File: config.mk
export PLATFORM = sky130hd
export DESIGN_NAME = page_walker
export DESIGN_NICKNAME = d
export VERILOG_FILES = /design/src/rtl/ptw_pkg.sv /design/src/rtl/ptw_ctrl.sv /design/src/rtl/ptw_datapath.sv /design/src/rtl/page_walker.sv
export SDC_FILE = /design/constraint.sdc
export NUM_CORES = 1
export LEC_CHECK = 0
export BUFFER_PORTS_ARGS = -buffer_cell sky130_fd_sc_hd__buf_4
export CAP_MARGIN = 40
export CORE_ASPECT_RATIO = 0.5
export CORE_UTILIZATION = 55
export CTS_BUF_LIST = sky130_fd_sc_hd__clkbuf_4 sky130_fd_sc_hd__clkbuf_8
export CTS_CLUSTER_DIAMETER = 60
export DETAILED_ROUTE_END_ITERATION = 8
export PLACE_DENSITY = 0.93
export SLEW_MARGIN = 20
export SYNTH_ARGS = -nofsm -noshare
export SYNTH_HDL_FRONTEND = slang
export SYNTH_SLANG_ARGS = --single-unit
File: constraint.sdc
create_clock -name clk -period 3 [get_ports clk]
set_input_delay 0.6 -clock clk [delete_from_list [all_inputs] [get_ports clk]]
set_output_delay 0.6 -clock clk [all_outputs]
set_load 0.005 [all_outputs]
File: src/rtl/ptw_pkg.sv
package ptw_pkg;

  typedef enum logic [1:0] {
    ACC_READ  = 2'd0,
    ACC_WRITE = 2'd1,
    ACC_EXEC  = 2'd2,
    ACC_RSVD  = 2'd3
  } access_e;

  localparam int PTE_VALID_BIT = 0;
  localparam int PTE_READ_BIT  = 1;
  localparam int PTE_WRITE_BIT = 2;
  localparam int PTE_EXEC_BIT  = 3;
  localparam int PTE_DIRTY_BIT = 4;

  typedef struct packed {
    logic captureReq;
    logic captureEntry;
  } walkStrobe_t;

endpackage

File: src/rtl/ptw_ctrl.sv
module ptw_ctrl
  import ptw_pkg::*;
(
  input  logic        clk,
  input  logic        rstN,
  input  logic        reqValid,
  input  logic        memReqReady,
  input  logic        memRespValid,
  output logic        reqReady,
  output logic        memReqValid,
  output logic        doneValid,
  output walkStrobe_t strobe
);

  typedef enum logic [1:0] {IDLE, READ_PTE, WAIT_RESP, DONE} state_e;

  state_e state, nextState;

  always_comb begin
    nextState = state;
    case (state)
      IDLE:      if (reqValid)     nextState = READ_PTE;
      READ_PTE:  if (memReqReady)  nextState = WAIT_RESP;
      WAIT_RESP: if (memRespValid) nextState = DONE;
      DONE:                        nextState = IDLE;
      default:                     nextState = IDLE;
    endcase
  end

  always_ff @(posedge clk) begin
    if (!rstN) state <= IDLE;
    else       state <= nextState;
  end

  assign reqReady            = (state == IDLE);
  assign memReqValid         = (state == READ_PTE);
  assign doneValid           = (state == DONE);
  assign strobe.captureReq   = (state == IDLE) && reqValid;
  assign strobe.captureEntry = (state == WAIT_RESP) && memRespValid;

  AST_REQ_HELD: assert property (@(posedge clk) disable iff (!rstN)
    memReqValid && !memReqReady |=> memReqValid);

  AST_DONE_PULSE: assert property (@(posedge clk) disable iff (!rstN)
    doneValid |=> !doneValid && reqReady);

  AST_BUSY_NO_ACCEPT: assert property (@(posedge clk) disable iff (!rstN)
    strobe.captureReq |=> !reqReady && memReqValid);

endmodule

File: src/rtl/ptw_datapath.sv
module ptw_datapath
  import ptw_pkg::*;
#(
  parameter int ADDR_W   = 32,
  parameter int OFFSET_W = 12,
  parameter int PTE_W    = 32
) (
  input  logic              clk,
  input  logic              rstN,
  input  walkStrobe_t       strobe,
  input  logic              kernelMode,
  input  logic              baseWrEn,
  input  logic [ADDR_W-1:0] baseWrData,
  input  logic [ADDR_W-1:0] reqVaddr,
  input  logic [1:0]        reqAccess,
  input  logic              memReqValid,
  input  logic              memReqReady,
  input  logic [PTE_W-1:0]  memRespData,
  output logic [ADDR_W-1:0] memReqAddr,
  output logic [PTE_W-1:0]  paddr,
  output logic              pageFault,
  output logic              permFault
);

  localparam int VPN_W     = ADDR_W - OFFSET_W;
  localparam int PTE_SHIFT = $clog2(PTE_W / 8);

  logic [ADDR_W-1:0] baseReg;
  logic [ADDR_W-1:0] walkBase;
  logic [ADDR_W-1:0] vaReg;
  access_e           accReg;
  logic [VPN_W-1:0]  vpn;
  logic              entryValid;
  logic              permOk;

  always_ff @(posedge clk) begin
    if (!rstN)                        baseReg <= '0;
    else if (baseWrEn && kernelMode)  baseReg <= baseWrData;
  end

  always_ff @(posedge clk) begin
    if (!rstN) begin
      walkBase <= '0;
      vaReg    <= '0;
      accReg   <= ACC_READ;
    end else if (strobe.captureReq) begin
      walkBase <= baseReg;
      vaReg    <= reqVaddr;
      accReg   <= access_e'(reqAccess);
    end
  end

  assign vpn        = vaReg[ADDR_W-1:OFFSET_W];
  assign memReqAddr = walkBase + (ADDR_W'(vpn) << PTE_SHIFT);
  assign entryValid = memRespData[PTE_VALID_BIT];

  always_comb begin
    case (accReg)
      ACC_READ:  permOk = memRespData[PTE_READ_BIT];
      ACC_WRITE: permOk = memRespData[PTE_WRITE_BIT];
      ACC_EXEC:  permOk = memRespData[PTE_EXEC_BIT];
      default:   permOk = 1'b0;
    endcase
  end

  always_ff @(posedge clk) begin
    if (!rstN) begin
      paddr     <= '0;
      pageFault <= 1'b0;
      permFault <= 1'b0;
    end else if (strobe.captureEntry) begin
      pageFault <= !entryValid;
      permFault <= entryValid && !permOk;
      paddr     <= (entryValid && permOk)
                   ? {memRespData[PTE_W-1:OFFSET_W], vaReg[OFFSET_W-1:0]}
                   : '0;
    end
  end

  AST_BASE_GUARD: assert property (@(posedge clk) disable iff (!rstN)
    !(baseWrEn && kernelMode) |=> $stable(baseReg));

  AST_ADDR_STABLE: assert property (@(posedge clk) disable iff (!rstN)
    memReqValid && !memReqReady |=> $stable(memReqAddr));

endmodule

File: src/rtl/page_walker.sv
module page_walker
  import ptw_pkg::*;
#(
  parameter int ADDR_W   = 32,
  parameter int OFFSET_W = 12,
  parameter int PTE_W    = 32
) (
  input  logic              clk,
  input  logic              rstN,
  input  logic              kernelMode,
  input  logic              baseWrEn,
  input  logic [ADDR_W-1:0] baseWrData,
  input  logic              reqValid,
  output logic              reqReady,
  input  logic [ADDR_W-1:0] reqVaddr,
  input  logic [1:0]        reqAccess,
  output logic              memReqValid,
  input  logic              memReqReady,
  output logic [ADDR_W-1:0] memReqAddr,
  input  logic              memRespValid,
  input  logic [PTE_W-1:0]  memRespData,
  output logic              doneValid,
  output logic [PTE_W-1:0]  donePaddr,
  output logic              donePageFault,
  output logic              donePermFault
);

  walkStrobe_t strobe;

  ptw_ctrl i_ctrl (
    .clk          (clk),
    .rstN         (rstN),
    .reqValid     (reqValid),
    .memReqReady  (memReqReady),
    .memRespValid (memRespValid),
    .reqReady     (reqReady),
    .memReqValid  (memReqValid),
    .doneValid    (doneValid),
    .strobe       (strobe)
  );

  ptw_datapath #(
    .ADDR_W   (ADDR_W),
    .OFFSET_W (OFFSET_W),
    .PTE_W    (PTE_W)
  ) i_datapath (
    .clk         (clk),
    .rstN        (rstN),
    .strobe      (strobe),
    .kernelMode  (kernelMode),
    .baseWrEn    (baseWrEn),
    .baseWrData  (baseWrData),
    .reqVaddr    (reqVaddr),
    .reqAccess   (reqAccess),
    .memReqValid (memReqValid),
    .memReqReady (memReqReady),
    .memRespData (memRespData),
    .memReqAddr  (memReqAddr),
    .paddr       (donePaddr),
    .pageFault   (donePageFault),
    .permFault   (donePermFault)
  );

  AST_ONE_FAULT: assert property (@(posedge clk) disable iff (!rstN)
    doneValid |-> !(donePageFault && donePermFault));

  AST_FAULT_NO_PA: assert property (@(posedge clk) disable iff (!rstN)
    doneValid && (donePageFault || donePermFault) |-> donePaddr == '0);

endmodule

# --- After elaboration in Yosys (flattened, before gate mapping) ---
# Index checks and enable logic that the tools add are counted.
word_totals:
  out_inout_bits: 69
  reg_bits: 134
  in_bits: 105
  wordCells: 33
classes:
  muxes: 6
  n_eq_ne: 8
  reduce_logical: 10
  add_sub_neg: 1
op_table:
  columns: ["cell", "n"]
  rows:
  - ["32-bit by 22-bit adder with 32-bit output", 1]
  - ["32-bit 2-to-1 mux", 1]
  - ["2-bit case mux with 4 select lines", 1]
  - ["2-bit == test, second input constant", 3]
  - ["2-bit 2-to-1 mux", 3]
  - ["1-bit logical AND", 5]
  - ["2-bit by 1-bit == test with 1-bit output, second input constant", 2]
  - ["2-bit zero test", 2]
  - ["2-bit inequality test, second input constant", 2]
  - ["1-bit case mux with 3 select lines", 1]
  - ["3-bit AND reduction", 1]
  - ["1-bit zero test", 2]
  - ["2-bit by 1-bit inequality test with 1-bit output, second input constant", 1]

# --- Longest topological paths before layout ---
logic_depth:
  depth_word: 4
  depth_mapped: 9
  mapped_depth_nobuf: 9

# --- Hierarchy ---
# A second synthesis with hierarchy kept.
hier_totals:
  hier_cells: 705
  hier_area_um2: 6470.0
by_module_without_submodules:
  columns: ["mod", "cells_per_inst", "area_each_um2", "n_inst", "seq_area_each_um2"]
  rows:
  - ["ptw_datapath", 684, 6287.3, 1, 2642.5]
  - ["ptw_ctrl", 21, 182.7, 1, 40.0]

# --- Least setup slack after synthesis ---
# OpenSTA, ideal clock, no wires.
synth_timing:
  kind: "reg2out"
  from: "register i_datapath.vaReg[12]"
  to: "output port memReqAddr[30]"
  path_stages_with_launch: 10
  t_required_ns: 2.400
  arrival_ns: 1.882
  path_buffers: 0
  slack_ns: 0.518
  cell_sequence: "dfxtp_1 ha_1 inv_1 fa_1 nor2b_1 o2111ai_1 a21oi_2 o211ai_1 a21oi_1 xor2_1"
synth_between:
  elab_chain_len: 1
synth_lines:
  columns: ["element", "line", "source"]
  rows:
  - ["start: declaration", "ptw_datapath.sv:30", "logic [ADDR_W-1:0] vaReg;"]
  - ["start signal: assignment", "ptw_datapath.sv:48", "vaReg <= reqVaddr;"]
  - ["32-bit by 22-bit adder with 32-bit output", "ptw_datapath.sv:54", "assign memReqAddr = walkBase + (ADDR_W'(vpn) << PTE_SHIFT);"]
  - ["end: declaration", "page_walker.sv:19", "output logic [ADDR_W-1:0] memReqAddr,"]
# Every way passes these cells.

# --- Final worst setup path ---
layout_timing:
  from: "register i_datapath.walkBase[2]"
  to: "output port memReqAddr[30]"
layout_between:
  elab_chain_len: 1
layout_lines:
  columns: ["element", "line", "source"]
  rows:
  - ["start: declaration", "ptw_datapath.sv:29", "logic [ADDR_W-1:0] walkBase;"]
  - ["start signal: assignment", "ptw_datapath.sv:47", "walkBase <= baseReg;"]
  - ["32-bit by 22-bit adder with 32-bit output", "ptw_datapath.sv:54", null]
# Every way passes these cells.

==> results by group <==
Timing
  • Hold Fails Final Rpt: 0
  • Worst-Margin Slew: 0.6343 ns
  • Max-slew violations: 0
  • Worst Clk Skew: 0.008932 ns
  • Tmin final: 3.201 ns
  • Setup ws final: -0.2008 ns
  • Slew headroom: 57.71%
  • Max frequency: 0.3124 GHz
  • Fin Setup TNS: -1.844 ns
  • Setup repair after global routing missed its margin: true
  • Final setup violation count: 18
  • Period utilisation layout: 106.7%

Clock network
  • CTS tree: done
  • Clock transition at path regs: 0.09 ns
  • Longest Clk Path Bufs: 2
  • CTS buffer count: 17
  • CTS root buffer: clkbuf_8
  • Clock latency on the worst-skew pair: 0.43 ns
  • H-tree depth: 4
  • CTS sink cnt: 134

Final layout
  • Layout cell share with drive strength beyond 1: 31.85%
  • Net count, final: 1062
  • Design Area, Final: 8705 µm²
  • Number of diodes: 0
  • Non-filler instance count after layout: 1104
  • Area grow syn2layout: 35.01%

Placement
  • Placed Area: 7795 µm²
  • I/O Buffers: 165
  • Post-DP HPWL: 11340 µm
  • Post-placement cell count: 1058
  • Gpl congestion: 0.8882

GRT
  • Tot GR Track Use: 27.79%
  • Largest net degree at the start of global routing: 85
  • Gr ovfl total: 0
  • First-pass GRT wire length: 26740 µm
  • Vias in the first global route: 5735
  • Initial antenna violation count: 0

Worst setup path
  • Setup CP Type: flop to output pin
  • CP Capture Type: output pin
  • CP max stage cell: dfxtp_2
  • Crit path cell chain: ha_4 -> inv_2 -> fa_2 -> nor2b_4 -> o2111ai_4 -> a21oi_4 -> o211ai_1 -> a21oi_1 -> xor2_1 -> buf_4
  • Crit-path max FO: 5
  • CP startpoint kind: flop
  • Crit path arrival time: 2.60 ns
  • WP data required: 2.40 ns
  • Worst stage delay on the critical path: 0.37 ns

Drt
  • Total number of vias: 6234
  • # DRC: 0
  • First-pass detailed-route iteration total: 5
  • Vias per inst: 5.647
  • Post-DRT Antenna Nets: 0
  • WL final: 18430 µm
  • Initial DRC Count: 656
  • Post-DR wirelength/cell: 16.69 µm

Logic synthesis
  • Synth area leaders: dfxtp_1, nand2_1, a21boi_0
  • #FFs+latches synth: 134
  • Sequential fraction of the synthesis area: 41.61%
  • Synthesized area: 6447 µm²
  • Mean Syn Cell Area: 8.341 µm²
  • Predominant post-synthesis flop cell: dfxtp_1
  • Most numerous cell in the Yosys netlist: nand2_1
  • Cells after synthesis: 773
  • Syn_nets: 903
  • EDFF count, synth: 0
  • Commonest cells in the netlist: nand2_1, dfxtp_1, a21boi_0
  • Syn. warnings: 0
  • Yosys cell types: 59
  • Share of the synthesized area in the top cell type: 41.61%
  • Post-synthesis async set-or-reset flop share: 0%
  • Area leader, netlist: dfxtp_1

Floorplan
  • Die Area: 12190 µm²
  • Die Span Y: 78.56 µm
  • Cell row count: 27
  • Core area: 11220 µm²
  • Die width: 155.1 µm
  • Io pins: 174
  • Initial Util: 57.49%

Status
  • Failing checks: setup timing
  • Status: finished, violations left

Job
  • Max-cap violation count: 0

Pwr
  • Max VDD drop: 0.4054 mV
  • Leakage: 3.574 nW
  • Power per Cell Area: 575.8 nW/µm²

Worst hold path
  • HP Class: primary input to flop
==> placed cells by master (no fill, tap or decap), types with 5 or more instances in the layout <==
master    netlist  final
a21boi_0      100    100
a21o_1          6      6
a21oi_1        18     12
a21oi_2         3      8
a22oi_1        32     32
buf_4           5    190
clkbuf_8        0     17
dfxtp_1       134    119
dfxtp_2         0     15
ha_1           24      7
ha_4            0     14
inv_1          19     18
inv_6           0      6
nand2_1       218    215
nand3_1         7      6
nand4_1         5      5
nor2_1         13     12
nor2b_1        36     35
o211ai_1        5      5
o21ai_0         9      8
xnor2_1        15     13
xor2_1         10      9
==> sequential cells by signal (all words and copies together), names as in the netlist <==
signal / cells
i_datapath.walkBase: 32
i_datapath.permFault: 1
i_datapath.vaReg: 32
i_datapath.pageFault: 1
i_datapath.accReg: 2
i_ctrl.state: 2
i_datapath.baseReg: 32
i_datapath.paddr: 32
==> worst paths after layout <==
path / start / end / slack [ns] / depth (start not counted)
setup / recovery: i_datapath.walkBase[2]$_SDFFE_PN0P_ / memReqAddr[30] / -0.20 / 10
hold / removal: memRespData[0] / i_datapath.pageFault$_SDFFE_PN0P_ / 0.36 / 2
setup reg to reg: i_ctrl.state[0]$_SDFFE_PN0P_ / i_datapath.walkBase[21]$_SDFFE_PN0P_ / 0.87 / 6
hold reg to reg: i_datapath.baseReg[18]$_SDFFE_PN0P_ / i_datapath.walkBase[18]$_SDFFE_PN0P_ / 0.46 / 2
==> metal layers <==
metal	global-route usage, %	share of wire [%]	up-vias	routed length (µm)
li1	-	-	2951	-
met5	0	0	-	0
met2	47.93	48	294	8878
met4	11.58	3.6	0	667
met1	33.97	41	2916	7635
met3	5.798	6.8	73	1249
==> logic make-up (layout without fill, tap and decap cells) <==
| kind of cell | Yosys count | in the layout | share of synthesized area, % |
|---|---|---|---|
| compound gates | 208 | 208 | 23.85 |
| mux | 2 | 2 | 0.3105 |
| fa+ha+maj | 25 | 25 | 4.968 |
| xor+xnor | 25 | 25 | 3.396 |
| simple gates | 306 | 306 | 20.94 |
| buf+inv | 73 | 245 | 4.929 |
| flops | 134 | 134 | 41.61 |
==> where the power goes <==
| part | leakage (nW) | total, W | switching, W | internal [W] |
|---|---|---|---|---|
| Clock | 0.206 | 0.00160 | 0.000819 | 0.000779 |
| Sequential | 1.10 | 0.00207 | 0.000131 | 0.00194 |
| Combinational | 2.27 | 0.00134 | 0.000749 | 0.000595 |
==> area by class of cell <==
class	instances	area, µm²
fill	721	2511
inverter	19	71.32
clock inverter	15	181.4
tap	159	198.9
timing repair buffer	194	1498
multi-input combinational	566	3820
sequential	134	2701
clock buffer	17	234.0
==> metrics by stage <==
step                      hold WS (ns)  power, W  util, %  worst slack [ns]
after floorplan                 0.4412  0.002776        -            0.5177
after global placement          0.4447  0.003241    69.50            0.1679
after detailed placement        0.4538  0.003283    69.50           0.08374
after CTS                       0.3518  0.004931    76.20           -0.1506
after global routing            0.3402  0.005236    77.61           -0.3198
final                           0.3625  0.005012    77.61           -0.2008
==> critical path: cells and delay by family (launching register included) <==
kind | cells | cell delay [ns]
simple gates | 1 | 0.17
xor+xnor | 1 | 0.16
buf+inv | 2 | 0.17
compound gates | 4 | 0.78
fa+ha+maj | 2 | 0.51
flops | 1 | 0.37
==> what timing repair did <==
item | CTS | global route
hold buffers | 0 | 0
gates resized for setup | 58 | 20
setup endpoints to repair | 20 | 21
buffers inserted | 8 | 6
pin swaps | 24 | 15
No activity file was read; power rests on OpenSTA's default activity.
